## config.mk

```make
export PLATFORM = sky130hd
export DESIGN_NAME = gpio_padbank
export DESIGN_NICKNAME = d
export VERILOG_FILES = /design/src/rtl/gpio_padbank_pkg.sv /design/src/rtl/gpio_addr_decode.sv /design/src/rtl/gpio_pin_cell.sv /design/src/rtl/gpio_padbank.sv
export SDC_FILE = /design/constraint.sdc
export NUM_CORES = 1
export LEC_CHECK = 0
export BUFFER_PORTS_ARGS = -buffer_cell sky130_fd_sc_hd__buf_2
export CORE_MARGIN = 2
export CORE_UTILIZATION = 40
export CTS_BUF_LIST = sky130_fd_sc_hd__clkbuf_8
export CTS_CLUSTER_DIAMETER = 40
export DETAILED_ROUTE_END_ITERATION = 7
export PLACE_DENSITY = 0.67
export SETUP_SLACK_MARGIN = 0.05
export SYNTH_ARGS = -nofsm -noshare
export SYNTH_HDL_FRONTEND = slang
export SYNTH_SLANG_ARGS = --single-unit
```

## constraint.sdc

```tcl
create_clock -name clk -period 12.55 [get_ports clk]
set_input_delay 0.6275 -clock clk [delete_from_list [all_inputs] [get_ports clk]]
set_output_delay 0.6275 -clock clk [all_outputs]
set_load 0.01 [all_outputs]
```

## src/rtl/gpio_padbank_pkg.sv

```systemverilog
package gpio_padbank_pkg;
  localparam int unsigned PIN_BASE     = 32'h4400;
  localparam int unsigned PINS_PER_WIN = 15;
  localparam int unsigned WIN_SHIFT    = 10;
  localparam int unsigned SLOT_SHIFT   = 3;

  typedef enum logic [2:0] {
    DIR_BOTH    = 3'd0,
    DIR_OUT     = 3'd1,
    DIR_IN      = 3'd2,
    DIR_NONE    = 3'd3
  } dir_e;

  function automatic logic dir_rx_ok(input logic [2:0] d);
    return (d == DIR_BOTH) || (d == DIR_IN);
  endfunction

  function automatic logic dir_tx_ok(input logic [2:0] d);
    return (d == DIR_BOTH) || (d == DIR_OUT);
  endfunction
endpackage

```

## src/rtl/gpio_addr_decode.sv

```systemverilog
module gpio_addr_decode
  import gpio_padbank_pkg::*;
#(
  parameter int ADDR_W   = 16,
  parameter int NUM_PINS = 20,
  parameter int PIN_W    = 5
) (
  input  logic [ADDR_W-1:0] addr,
  output logic              hit,
  output logic [PIN_W-1:0]  pin_idx,
  output logic              word_sel
);
  localparam int NUM_WIN = (NUM_PINS + PINS_PER_WIN - 1) / PINS_PER_WIN;

  logic [ADDR_W-1:0] off;
  logic [ADDR_W-1:0] win;
  logic [ADDR_W-1:0] slot;
  logic [ADDR_W-1:0] lin;
  logic              in_range;

  always_comb begin
    in_range = addr >= ADDR_W'(PIN_BASE);
    off      = addr - ADDR_W'(PIN_BASE);
    win      = off >> WIN_SHIFT;
    slot     = ADDR_W'(off[WIN_SHIFT-1:SLOT_SHIFT]);
    lin      = win * ADDR_W'(PINS_PER_WIN) + slot;
    word_sel = off[2];
    hit      = in_range && (off[1:0] == 2'b00)
               && (slot < ADDR_W'(PINS_PER_WIN))
               && (win < ADDR_W'(NUM_WIN))
               && (lin < ADDR_W'(NUM_PINS));
    pin_idx  = lin[PIN_W-1:0];
  end
endmodule

```

## src/rtl/gpio_pin_cell.sv

```systemverilog
module gpio_pin_cell
  import gpio_padbank_pkg::*;
(
  input  logic        clk,
  input  logic        rst,
  input  logic        wr0,
  input  logic        wr1,
  input  logic [31:0] wdata,
  input  logic        pad_i,
  output logic [31:0] word0,
  output logic [31:0] word1,
  output logic        rx_en,
  output logic        rx_bit,
  output logic        pad_en,
  output logic        pad_o,
  output logic        pad_oe_o
);
  logic [3:0] irq_sel;
  logic       pull_up;
  logic       en;
  logic [2:0] dir;
  logic       tx;
  logic       rx;
  logic [2:0] trig;
  logic       inv;
  logic [1:0] sync;
  logic       drive;

  assign rx_en  = dir_rx_ok(dir);
  assign drive  = en & dir_tx_ok(dir);
  assign rx_bit = rx;
  assign pad_en = en;

  always_ff @(posedge clk) begin
    if (rst) begin
      irq_sel <= '0; pull_up <= 1'b0; en <= 1'b0; dir <= '0; tx <= 1'b0;
      trig <= '0; inv <= 1'b0;
    end else begin
      if (wr0) begin
        irq_sel <= wdata[31:28];
        pull_up <= wdata[23];
        en      <= wdata[15];
        dir     <= wdata[10:8];
        tx      <= wdata[1];
      end
      if (wr1) begin
        trig <= wdata[2:0];
        inv  <= wdata[6];
      end
    end
  end

  always_ff @(posedge clk) begin
    if (rst) begin
      sync <= '0;
      rx   <= 1'b0;
    end else begin
      sync <= {sync[0], pad_i};
      if (rx_en) rx <= sync[1];
    end
  end

  always_ff @(posedge clk) begin
    if (rst) begin
      pad_oe_o <= 1'b0;
      pad_o    <= 1'b0;
    end else begin
      pad_oe_o <= drive;
      pad_o    <= drive & tx;
    end
  end

  assign word0 = {irq_sel, 4'b0, pull_up, 7'b0, en, 4'b0, dir, 6'b0, tx, rx};
  assign word1 = {25'b0, inv, 3'b0, trig};
endmodule

```

## src/rtl/gpio_padbank.sv

```systemverilog
module gpio_padbank
  import gpio_padbank_pkg::*;
#(
  parameter int ADDR_W   = 16,
  parameter int NUM_PINS = 20
) (
  input  logic                clk,
  input  logic                rst,
  input  logic                req_valid,
  input  logic                req_write,
  input  logic [ADDR_W-1:0]   req_addr,
  input  logic [31:0]         req_wdata,
  output logic                rd_valid,
  output logic [31:0]         rd_data,
  input  logic [NUM_PINS-1:0] pad_in,
  output logic [NUM_PINS-1:0] pad_out,
  output logic [NUM_PINS-1:0] pad_oe
);
  localparam int PIN_W = (NUM_PINS > 1) ? $clog2(NUM_PINS) : 1;

  logic              dec_hit;
  logic [PIN_W-1:0]  dec_pin;
  logic              dec_word;
  logic [31:0]       w0_all [NUM_PINS];
  logic [31:0]       w1_all [NUM_PINS];
  logic [NUM_PINS-1:0] rx_en_v;
  logic [NUM_PINS-1:0] rx_bit_v;
  logic [NUM_PINS-1:0] pad_en_v;

  gpio_addr_decode #(.ADDR_W(ADDR_W), .NUM_PINS(NUM_PINS), .PIN_W(PIN_W)) u_dec (
    .addr(req_addr), .hit(dec_hit), .pin_idx(dec_pin), .word_sel(dec_word)
  );

  for (genvar i = 0; i < NUM_PINS; i++) begin : g_pin
    logic sel;
    assign sel = req_valid & req_write & dec_hit & (dec_pin == PIN_W'(i));
    gpio_pin_cell u_cell (
      .clk(clk), .rst(rst),
      .wr0(sel & ~dec_word), .wr1(sel & dec_word),
      .wdata(req_wdata), .pad_i(pad_in[i]),
      .word0(w0_all[i]), .word1(w1_all[i]),
      .rx_en(rx_en_v[i]), .rx_bit(rx_bit_v[i]), .pad_en(pad_en_v[i]),
      .pad_o(pad_out[i]), .pad_oe_o(pad_oe[i])
    );
  end

  always_ff @(posedge clk) begin
    if (rst) begin
      rd_valid <= 1'b0;
      rd_data  <= '0;
    end else begin
      rd_valid <= req_valid & ~req_write;
      if (req_valid && !req_write)
        rd_data <= !dec_hit ? 32'h0 : (dec_word ? w1_all[dec_pin] : w0_all[dec_pin]);
    end
  end
endmodule

```

==> out/results.ini, run 1 <==
[clocking]
clockBufferDepth=3
clockRootBuffer=sky130_fd_sc_hd__clkbuf_8
cts_htree_levels=3
cts.clk_slew.worst_paths_ns=0.06
cts_buffers=68
post_cts.resized_instances=0
clk_latency_ns=0.60
cts_hold_buffers=0
clock_tree_from_tritoncts=done
numClockSinks=394
cts_setup_buffers=0

[power]
p_leak_nw=6.85
vdd.ir_drop.worst_mv=0.180
total_power_per_unit_cell_area_nw_per_um2=193
total_power_mw=4.00

[sta]
max_clock_freq_mhz=136
tightestPinTransition_ns=1.21
setup_slack_ns=5.19
relSlewSlack=0.191
rsz0062_at_grt=no
finalSetupTns_ns=0
final_max_slew_viol_count=0
setup_violations=0
hold_viol_final=0
final.period_utilization=0.586
clock_skew_ns=0.0239
final_period_minus_worst_setup_slack_ns=7.36

[floorplanning]
chipWidth_um=223
die_area_um2=49500
design.portCount=145
dieHeight_um=223
start_util=0.403
number_of_placement_rows=80
core_um2=47400

[routing]
route.final.wire_length_mm=56.6
detail_route.wl_per_cell_um=20.7
route.detailed.drc=0
drt-pass1-iter-count=7
drt-vias-per-instance=6.11
dr.first_iter.drc_count=2157
dr_total_vias=16730
route.antenna.remaining_nets=0

[critical_path]
cp_num_cells=23
timing.critical_path.cells=buf_2, inv_1, ha_1, nor3b_1, xnor2_1, inv_1, fa_1, fa_1, inv_1, ha_1, or2_2, o311a_1, nor2_1, ha_1, nand2b_1, nor2_1, nor4b_1, mux2i_4, buf_4, buf_4, nor2b_1, nand3_1, a21oi_1
worst-r2r-cell-count=5
critPathRequiredTime_ns=12.98
critPathMaxFanout=97
cp_slowest_cell=sky130_fd_sc_hd__mux2i_4
cp_num_buf_inv=6
r2r_setup_slack_ns=10.51
timing.critical_path.max_delay_family=buffers and inverters
setup.worst_path.class=input pin to flip-flop
endpoint_kind=flip-flop
worst_setup_path_start_kind=input pin
critical_path_arrival_ns=7.79
cp_slowest_stage_delay_ns=0.89

[global_route]
overflow=0
globalRouteMet2Util=0.356
busiest_layer_in_global_routing=met2
vias_in_the_first_global_route=16306
antenna_violations_before_repair=0
grt.total_usage=0.223
maximum_number_of_pins_on_one_net_before_global_route_repair=217
grt_pass1_wl_mm=90.2
met1_usage=0.295
met3_usage=0.0465

[final_layout]
layout.cell_area.non_filler_um2=20800
syn_to_final_growth_pct=8.72
design.final.nets=2187
fillCellCount=4596
area_of_the_multi_input_gates_um2=9930
final_util=0.438
area.sequential_um2=7890
drive_gt1_frac=0.163
antennaDiodeCount=0

[yosys]
netlist_top_cells_area=sky130_fd_sc_hd__dfxtp_1 (41%), sky130_fd_sc_hd__mux4_2 (9.5%), sky130_fd_sc_hd__a21oi_1 (8.2%), sky130_fd_sc_hd__nand3_1 (7.8%), sky130_fd_sc_hd__o21ai_0 (6.4%)
syn_area_um2=19100
synth-seq-area-share=0.413
avgSynthCellArea_um2=8.95
synthCells=2135
ys_types=59
synth_top_cells_by_count=sky130_fd_sc_hd__dfxtp_1 (394), sky130_fd_sc_hd__a21oi_1 (312), sky130_fd_sc_hd__nand3_1 (297)
synth_top_area_cell=sky130_fd_sc_hd__dfxtp_1
yosys_most_used_dff=sky130_fd_sc_hd__dfxtp_1
synth-seq-cells=394
ys_async_sr_fraction=0
synth_enable_flop_cells=0
synth_most_common_cell=sky130_fd_sc_hd__dfxtp_1
ys.warnings.count=0
synth_top_cell_area_share=0.413

[placement]
routability_congestion_estimate_from_global_placement=0.864
port-buffer-count=106
dpl-instance-area_um2=19400
post-place-ws_ns=4.77
detailed_place_hpwl_mm=35.1

[status]
outcome=complete, no violations

[hold_path]
hold-path-cell-count=2
hold_class=input pin to flip-flop

[job]
timing.max_cap.violations=0

-- cell type report --
class                      instances  share of cell area
multi-input combinational       1462               0.478
tap                              615              0.0370
inverter                          30             0.00542
clock inverter                    29              0.0114
sequential                       394               0.380
timing repair buffer             126              0.0338
clock buffer                      83              0.0550
-- state kept, by name, summed over array words and instances, names as in the netlist --
name / flops
g_pin.u_cell.inv: 20
g_pin.u_cell.irq_sel: 80
g_pin.u_cell.sync: 40
g_pin.u_cell.rx_bit: 20
g_pin.u_cell.pad_oe_o: 20
g_pin.u_cell.pad_o: 20
g_pin.u_cell.pull_up: 20
g_pin.u_cell.tx: 20
g_pin.u_cell.trig: 60
rd_valid: 1
g_pin.u_cell.pad_en: 20
rd_data: 13
g_pin.u_cell.dir: 60
-- cell families (layout without fill, tap and decap cells) --
| kind of cell | after synthesis | count (layout) | share of synthesized area |
|---|---|---|---|
| buffers and inverters | 297 | 268 | 0.0756 |
| other | 1 | 19 | 0.000196 |
| DFF | 394 | 394 | 0.413 |
| and+or+nand+nor | 623 | 623 | 0.182 |
| AOI/OAI and AO/OA | 694 | 694 | 0.204 |
| adders and majority gates | 33 | 33 | 0.0251 |
| muxes | 82 | 82 | 0.0960 |
| xor gates and xnor gates | 11 | 11 | 0.00504 |
-- power by group --
part | internal [mW] | leakage, nW | switching, mW | total (mW)
Sequential | 1.26 | 3.18 | 0.00245 | 1.26
Combinational | 0.288 | 2.90 | 1.25 | 1.53
Clock | 0.678 | 0.764 | 0.528 | 1.21
-- placed cells by master (no fill, tap or decap), types with 12 or more instances in the layout --
cell type                     n
sky130_fd_sc_hd__buf_4       19
sky130_fd_sc_hd__nand2_1     86
sky130_fd_sc_hd__nor3_4      12
sky130_fd_sc_hd__o2111ai_1   25
sky130_fd_sc_hd__o21ai_1     27
sky130_fd_sc_hd__o41ai_1     49
sky130_fd_sc_hd__dfxtp_1    394
sky130_fd_sc_hd__nor4b_1     25
sky130_fd_sc_hd__buf_2      105
sky130_fd_sc_hd__a21oi_1    312
sky130_fd_sc_hd__and2_1      21
sky130_fd_sc_hd__inv_1       44
sky130_fd_sc_hd__nor2b_1     58
sky130_fd_sc_hd__nand4_1     13
sky130_fd_sc_hd__nand3_1    297
sky130_fd_sc_hd__nor4_1      19
sky130_fd_sc_hd__conb_1      19
sky130_fd_sc_hd__nor2_1      36
sky130_fd_sc_hd__ha_1        23
sky130_fd_sc_hd__mux4_2      81
sky130_fd_sc_hd__nor3_1      18
sky130_fd_sc_hd__o21ai_0    246
sky130_fd_sc_hd__clkbuf_8    83
-- per-stage QoR --
step | hold WS, ns | instances
after floorplan | 0.414 | 2153
after global routing | 0.224 | 2739
after detailed placement | 0.424 | 2627
final | 0.248 | 2739
after CTS | 0.209 | 2739
after global placement | 0.417 | 2627
-- worst paths after layout --
path                                                            from                                 endpoint
worst max-delay path                                    req_addr[10]  g_pin[5].u_cell.irq_sel[1]$_SDFFE_PP0P_
worst min-delay path                                       pad_in[6]       g_pin[6].u_cell.sync[0]$_SDFF_PP0_
worst max register to register  g_pin[15].u_cell.rx_bit$_SDFFE_PP0P_                  rd_data[0]$_SDFFE_PP0P_
worst min register to register    g_pin[2].u_cell.sync[0]$_SDFF_PP0_       g_pin[2].u_cell.sync[1]$_SDFF_PP0_
-- metal layers --
| metal | routed length, um | vias up |
|---|---|---|
| met3 | 5200 | 143 |
| met2 | 26300 | 812 |
| met5 | 0 | - |
| li1 | - | 7694 |
| met4 | 1840 | 0 |
| met1 | 23300 | 8081 |
Note: power is estimated with default switching activity, not from simulation.
==> run 2, diff against run 1 <==
==> constraint.sdc (replaced) <==
create_clock -name clk -period 7.2 [get_ports clk]
set_input_delay 0.36 -clock clk [delete_from_list [all_inputs] [get_ports clk]]
set_output_delay 0.36 -clock clk [all_outputs]
set_load 0.01 [all_outputs]
==> run 2 against run 1 <==
Compared with the run above:
- die area unchanged
- count of clock-buffer cells in the layout decreased by 6
- clock skew increased by 0.0095 ns
- combinational power increased by 82%
- setup slack got worse by 4.1 ns
- critical path depth unchanged
- first-iteration DRC count increased by 4.2%
==> out/results.ini, run 2 (synthesis gave the netlist of run 1 again) <==
[clocking]
cts_buffers=66  ; was 68
numClockSinks=394  ; unchanged
clockRootBuffer=sky130_fd_sc_hd__clkbuf_8  ; unchanged
cts_htree_levels=3  ; unchanged
cts_setup_buffers=0  ; unchanged
clockBufferDepth=3  ; unchanged
clock_tree_from_tritoncts=done  ; unchanged
post_cts.resized_instances=0  ; unchanged
clk_latency_ns=0.62  ; was 0.60 ns
cts.clk_slew.worst_paths_ns=0.06  ; about the same

[final_layout]
layout_common_cells=sky130_fd_sc_hd__dfxtp_1 (394), sky130_fd_sc_hd__a21oi_1 (312), sky130_fd_sc_hd__nand3_1 (297)  ; unchanged
largest-register=g_pin.u_cell.irq_sel  ; unchanged
antennaDiodeCount=0  ; unchanged
layout_commonest_cell=sky130_fd_sc_hd__dfxtp_1  ; unchanged
layout.cell_area.non_filler_um2=21100  ; was 20800 um2
syn_to_final_growth_pct=10.2  ; was 8.72%
largestRegisters=g_pin.u_cell.irq_sel: 80 flops, g_pin.u_cell.dir: 60 flops, g_pin.u_cell.trig: 60 flops  ; unchanged
drive_gt1_frac=0.168  ; was 0.163
design.final.nets=2228  ; was 2187
largest_register_ffs=80  ; unchanged

[sta]
final.period_utilization=0.854
final_period_minus_worst_setup_slack_ns=6.15
tightestPinTransition_ns=1.24  ; was 1.21 ns
setup_violations=0  ; unchanged
setup_slack_ns=1.05  ; was 5.19 ns
final_max_slew_viol_count=0  ; unchanged
rsz0062_at_grt=no  ; unchanged
hold_viol_final=0  ; unchanged
clock_skew_ns=0.0334  ; was 0.0239 ns
max_clock_freq_mhz=163
relSlewSlack=0.171  ; was 0.191
finalSetupTns_ns=0  ; unchanged
worst_hold_slack_ns=0.0631  ; was 0.248 ns

[floorplanning]
core_um2=47400  ; unchanged
die_area_um2=49500  ; unchanged
start_util=0.403  ; unchanged
design.portCount=145  ; unchanged
chipWidth_um=223  ; unchanged
dieHeight_um=223  ; unchanged
number_of_placement_rows=80  ; unchanged

[power]
vdd.ir_drop.worst_mv=0.813  ; was 0.180 mV
total_power_per_unit_cell_area_nw_per_um2=326  ; was 193 nW/um2
p_leak_nw=7.01  ; was 6.85 nW

[routing]
met2_wirelength_mm=26.7  ; was 26.3 mm
wl_met1_mm=23.5  ; was 23.3 mm
met3_length_mm=5.34  ; was 5.20 mm
dr.first_iter.drc_count=2247  ; was 2157
route.antenna.remaining_nets=0  ; unchanged
dr_total_vias=17038  ; was 16730
route.final.wire_length_mm=57.0  ; was 56.6 mm
route.detailed.drc=0  ; unchanged
detail_route.wl_per_cell_um=20.5  ; was 20.7 um
drt-pass1-iter-count=6  ; was 7
route.top_layer_used=met4  ; unchanged
drt-vias-per-instance=6.12  ; was 6.11

[global_route]
vias_in_the_first_global_route=15952  ; was 16306
overflow=0  ; unchanged
antenna_violations_before_repair=0  ; unchanged
grt_pass1_wl_mm=87.9  ; was 90.2 mm
maximum_number_of_pins_on_one_net_before_global_route_repair=189  ; was 217
grt.total_usage=0.220  ; was 0.223

[critical_path]
critPathRequiredTime_ns=7.67  ; was 12.98 ns
worst_setup_path_start_kind=input pin  ; unchanged
critPathMaxFanout=29  ; was 97
critical_path_arrival_ns=6.62  ; was 7.79 ns
setup.worst_path.class=input pin to flip-flop  ; unchanged
r2r_start=g_pin[11].u_cell.rx_bit$_SDFFE_PP0P_  ; was g_pin[15].u_cell.rx_bit$_SDFFE_PP0P_
critical_path.most_common_cell=sky130_fd_sc_hd__inv_1
worstSetupStartpoint=req_addr[10]  ; unchanged
timing.critical_path.cells=buf_2, inv_1, ha_1, xnor2_1, inv_1, fa_1, inv_1, fa_1, inv_1, ha_1, nor2b_1, o21ai_0, nor3b_1, nor2_1, ha_1, nor4b_1, o21ai_0, nor4b_1, nor4b_4, buf_4, o2111ai_1, o21ai_0, a21oi_1  ; was buf_2, inv_1, ha_1, nor3b_1, xnor2_1, inv_1, fa_1, fa_1, inv_1, ha_1, or2_2, o311a_1, nor2_1, ha_1, nand2b_1, nor2_1, nor4b_1, mux2i_4, buf_4, buf_4, nor2b_1, nand3_1, a21oi_1
cp_slowest_cell=sky130_fd_sc_hd__o2111ai_1  ; was sky130_fd_sc_hd__mux2i_4
cp_slowest_stage_delay_ns=0.60  ; was 0.89 ns
endpoint_kind=flip-flop  ; unchanged

[job]
timing.max_cap.violations=0  ; unchanged

[hold_path]
hp-start=pad_in[11]  ; was pad_in[6]
hold_class=input pin to flip-flop  ; unchanged

[placement]
detailed_place_hpwl_mm=36.2  ; was 35.1 mm
routability_congestion_estimate_from_global_placement=0.874  ; was 0.864
post-place-ws_ns=0.511  ; was 4.77 ns
port-buffer-count=106  ; unchanged
dpl-instance-area_um2=19600  ; was 19400 um2

[status]
outcome=complete, no violations  ; unchanged

-- run 2: cell type report --
| type | count | area [um2] |
|---|---|---|
| Fill cell | 4538 | 26400 |
| Multi-Input combinational cell | 1462 | 9930 |
| Sequential cell | 394 | 7890 |
| Timing Repair Buffer | 169 | 1120 |
| Clock buffer | 77 | 1060 |
| Tap cell | 615 | 769 |
| Clock inverter | 36 | 181 |
| Inverter | 30 | 113 |
-- run 2: worst max-delay path: cells and delay by family --
family | cells | cell delay [ns]
AND/OR/NAND/NOR | 6 | 1.46
adder cells (fa/ha/maj) | 5 | 1.81
buffers and inverters | 6 | 0.90
AO/OA/AOI/OAI | 5 | 1.64
XOR/XNOR | 1 | 0.43
-- run 2: timing repair --
action / in CTS / in global routing
endpoints found under the hold margin: 19 / 0
setup endpoints to repair: 0 / 0
hold buffers: 19 / 0
-- run 2: path summary, 6_finish.rpt --
kind	endpoint	slack, ns	depth (start not counted)
hold reg to reg	g_pin[10].u_cell.sync[1]$_SDFF_PP0_	0.43	1
setup / recovery	g_pin[8].u_cell.irq_sel[0]$_SDFFE_PP0P_	1.05	23
setup reg to reg	rd_data[0]$_SDFFE_PP0P_	5.14	5
hold / removal	g_pin[11].u_cell.sync[0]$_SDFF_PP0_	0.06	2
-- run 2: per-stage QoR --
step | total power [mW] | util | cells
2_1_floorplan | 4.22 | - | 2153
3_3_place_gp | 4.87 | 0.414 | 2651
3_5_place_dp | 4.91 | 0.414 | 2651
4_1_cts | 6.80 | 0.444 | 2783
5_1_grt | 7.15 | 0.444 | 2783
6_report | 6.87 | 0.444 | 2783
-- run 2: power breakdown --
| part | internal (mW) | switching [mW] |
|---|---|---|
| logic | 0.587 | 2.19 |
| registers | 2.19 | 0.00458 |
| clock network | 0.978 | 0.913 |
| total | 3.76 | 3.11 |
-- run 2: metal layers --
layer	track usage	vias up
met1	0.295	8261
li1	-	7791
met5	0	-
met2	0.352	856
met3	0.0487	130
met4	0.0738	0
==> run 3, diff against run 2 <==
--- a/config.mk
+++ b/config.mk
@@ -6,6 +6,8 @@
 export NUM_CORES = 1
 export LEC_CHECK = 0
 export BUFFER_PORTS_ARGS = -buffer_cell sky130_fd_sc_hd__buf_2
+export CAP_MARGIN = 20
+export CORE_ASPECT_RATIO = 1.75
 export CORE_MARGIN = 2
 export CORE_UTILIZATION = 40
 export CTS_BUF_LIST = sky130_fd_sc_hd__clkbuf_8
==> run 3 against run 2 <==
Compared with the run above:
- flip-flop and latch count did not move
- setup slack improved by 0.14 ns
- largest power group unchanged
- worst hold slack better by 0.054 ns
- register-to-register slack lost 0.04 ns
- utilization fell by 0.067 points
- first-iteration DRC count decreased by 25%
- largest cell class unchanged
- critical path type unchanged
- via count rose by 0.35%
==> out/results.ini, run 3 (synthesis gave the netlist of run 1 again) <==
[clocking]
clk_latency_ns=0.65  ; was 0.62 ns
clockBufferDepth=3  ; unchanged
cts_buffers=58  ; was 66
clock_tree_from_tritoncts=done  ; unchanged
clockRootBuffer=sky130_fd_sc_hd__clkbuf_8  ; unchanged
cts_htree_levels=2  ; was 3
cts_setup_buffers=0  ; unchanged
numClockSinks=394  ; unchanged
cts.clk_slew.worst_paths_ns=0.06  ; about the same

[final_layout]
design.final.nets=2237  ; was 2228
drive_gt1_frac=0.168  ; about the same
layout_common_cells=sky130_fd_sc_hd__dfxtp_1 (394), sky130_fd_sc_hd__a21oi_1 (312), sky130_fd_sc_hd__nand3_1 (297)  ; unchanged
instances_no_fill=2768  ; was 2783
fillCellCount=4637  ; was 4538
syn_to_final_growth_pct=10.1  ; was 10.2%
largest_register_ffs=80  ; unchanged
largest-register=g_pin.u_cell.irq_sel  ; unchanged
layout_commonest_cell=sky130_fd_sc_hd__dfxtp_1  ; unchanged
layout.cell_area.non_filler_um2=21000  ; was 21100 um2
largestRegisters=g_pin.u_cell.irq_sel: 80 flops, g_pin.u_cell.dir: 60 flops, g_pin.u_cell.trig: 60 flops  ; unchanged

[critical_path]
worstSetupStartpoint=req_addr[10]  ; unchanged
r2r_start=g_pin[0].u_cell.tx$_SDFFE_PP0P_  ; was g_pin[11].u_cell.rx_bit$_SDFFE_PP0P_
critical_path_arrival_ns=6.54  ; was 6.62 ns
worst_setup_path_start_kind=input pin  ; unchanged
cp_slowest_cell=sky130_fd_sc_hd__o211a_4  ; was sky130_fd_sc_hd__o2111ai_1
cp_num_buf_inv=5  ; was 6
critPathRequiredTime_ns=7.73  ; was 7.67 ns
critPathMaxFanout=70  ; was 29
endpoint_kind=flip-flop  ; unchanged
timing.critical_path.cells=buf_2, inv_1, ha_1, nor3b_1, xnor2_1, inv_1, fa_1, fa_1, inv_1, ha_1, or2_2, o311a_1, nor2_1, ha_1, nand2b_1, o21ai_0, or4_1, nor4_1, o211a_4, buf_12, nand3_1, a21oi_1  ; was buf_2, inv_1, ha_1, xnor2_1, inv_1, fa_1, inv_1, fa_1, inv_1, ha_1, nor2b_1, o21ai_0, nor3b_1, nor2_1, ha_1, nor4b_1, o21ai_0, nor4b_1, nor4b_4, buf_4, o2111ai_1, o21ai_0, a21oi_1
cp_slowest_stage_delay_ns=0.57  ; was 0.60 ns
timing.critical_path.max_delay_family=adder cells  ; unchanged
setup.worst_path.class=input pin to flip-flop  ; unchanged

[routing]
route.antenna.remaining_nets=0  ; unchanged
dr_total_vias=17097  ; was 17038
route.detailed.drc=0  ; unchanged
detail_route.wl_per_cell_um=21.4  ; was 20.5 um
drt-vias-per-instance=6.18  ; was 6.12
dr.first_iter.drc_count=1681  ; was 2247
drt-pass1-iter-count=5  ; was 6
route.final.wire_length_mm=59.1  ; was 57.0 mm

[sta]
final_period_minus_worst_setup_slack_ns=6.01  ; was 6.15 ns
max_clock_freq_mhz=166  ; was 163 MHz
worst_hold_slack_ns=0.118  ; was 0.0631 ns
setup_violations=0  ; unchanged
rsz0062_at_grt=no  ; unchanged
clock_skew_ns=0.0465  ; was 0.0334 ns
finalSetupTns_ns=0  ; unchanged
relSlewSlack=0.243  ; was 0.171
tightestPinTransition_ns=1.14  ; was 1.24 ns
hold_viol_final=0  ; unchanged
final.period_utilization=0.835  ; was 0.854
final_max_slew_viol_count=0  ; unchanged

[power]
total_power_per_unit_cell_area_nw_per_um2=316  ; was 326 nW/um2
p_leak_nw=7.02  ; was 7.01 nW
vdd.ir_drop.worst_mv=0.485  ; was 0.813 mV
total_power_mw=6.64  ; was 6.87 mW

[floorplanning]
core_um2=47500  ; was 47400 um2
chipWidth_um=169  ; was 223 um
design.portCount=145  ; unchanged
dieHeight_um=293  ; was 223 um
die_area_um2=49600  ; was 49500 um2
number_of_placement_rows=106  ; was 80
start_util=0.403  ; about the same

[placement]
post-place-cells=2644  ; was 2651
routability_congestion_estimate_from_global_placement=0.868  ; was 0.874
dpl-instance-area_um2=19700  ; was 19600 um2
detailed_place_hpwl_mm=38.2  ; was 36.2 mm
port-buffer-count=106  ; unchanged

[hold_path]
hp-start=rst  ; was pad_in[11]
hold_class=input pin to flip-flop  ; unchanged

[global_route]
grt_pass1_wl_mm=91.3  ; was 87.9 mm
vias_in_the_first_global_route=16706  ; was 15952
grt.total_usage=0.231  ; was 0.220
maximum_number_of_pins_on_one_net_before_global_route_repair=196  ; was 189
antenna_violations_before_repair=5  ; was 0
overflow=0  ; unchanged

[job]
timing.max_cap.violations=0  ; unchanged

[status]
outcome=complete, no violations  ; unchanged

run 3: cell types whose count changed in the layout (fill, tap and decap cells not counted), moves of 2 or more:
cell,change
sky130_fd_sc_hd__clkinv_2,-2
sky130_fd_sc_hd__buf_4,+12
sky130_fd_sc_hd__diode_2,+3
sky130_fd_sc_hd__clkbuf_8,-9
sky130_fd_sc_hd__buf_12,+2
sky130_fd_sc_hd__clkinvlp_4,-4
run 3: what timing repair did:
action,in CTS,in global routing
hold endpoints to repair,20,0
resized for setup,0,0
hold buffers,20,0
run 3: final cells by class:
class                   count  area [um2]  share of cell area
inverters                  30         113             0.00535
clock buffers              68         936              0.0445
repair buffers            186        1280              0.0610
flip-flops and latches    394        7890               0.375
well taps                 594         743              0.0353
diodes                      3        7.51            0.000357
clock inverters            31         148             0.00702
multi-input cells        1462        9930               0.472
run 3: layer usage:
layer  vias to the layer above  part of all wire  GRT usage
met4                         4             0.063      0.144
li1                       7806                 -          -
met3                       243             0.070     0.0393
met1                      8209              0.37      0.259
met2                       835              0.50      0.403
met5                         -           0.00034          0
run 3: path summary, 6_finish.rpt:
| kind | to | slack [ns] | depth (start not counted) |
|---|---|---|---|
| worst max-delay path | g_pin[8].u_cell.tx$_SDFFE_PP0P_ | 1.19 | 22 |
| worst min-delay path | g_pin[19].u_cell.tx$_SDFFE_PP0P_ | 0.12 | 2 |
| worst max register to register | rd_data[1]$_SDFFE_PP0P_ | 5.10 | 5 |
| worst min register to register | g_pin[14].u_cell.rx_bit$_SDFFE_PP0P_ | 0.43 | 2 |
run 3: report_power, final:
| group | switching, mW | internal [mW] |
|---|---|---|
| logic | 2.09 | 0.616 |
| clock network | 0.878 | 0.857 |
| registers | 0.00469 | 2.19 |
| total | 2.98 | 3.67 |
run 3: stage by stage:
step	utilization	setup WS [ns]
floorplan	-	1.97
global placement	0.416	0.847
detailed placement	0.416	0.645
CTS	0.443	1.29
global route	0.443	0.815
finish	0.443	1.19
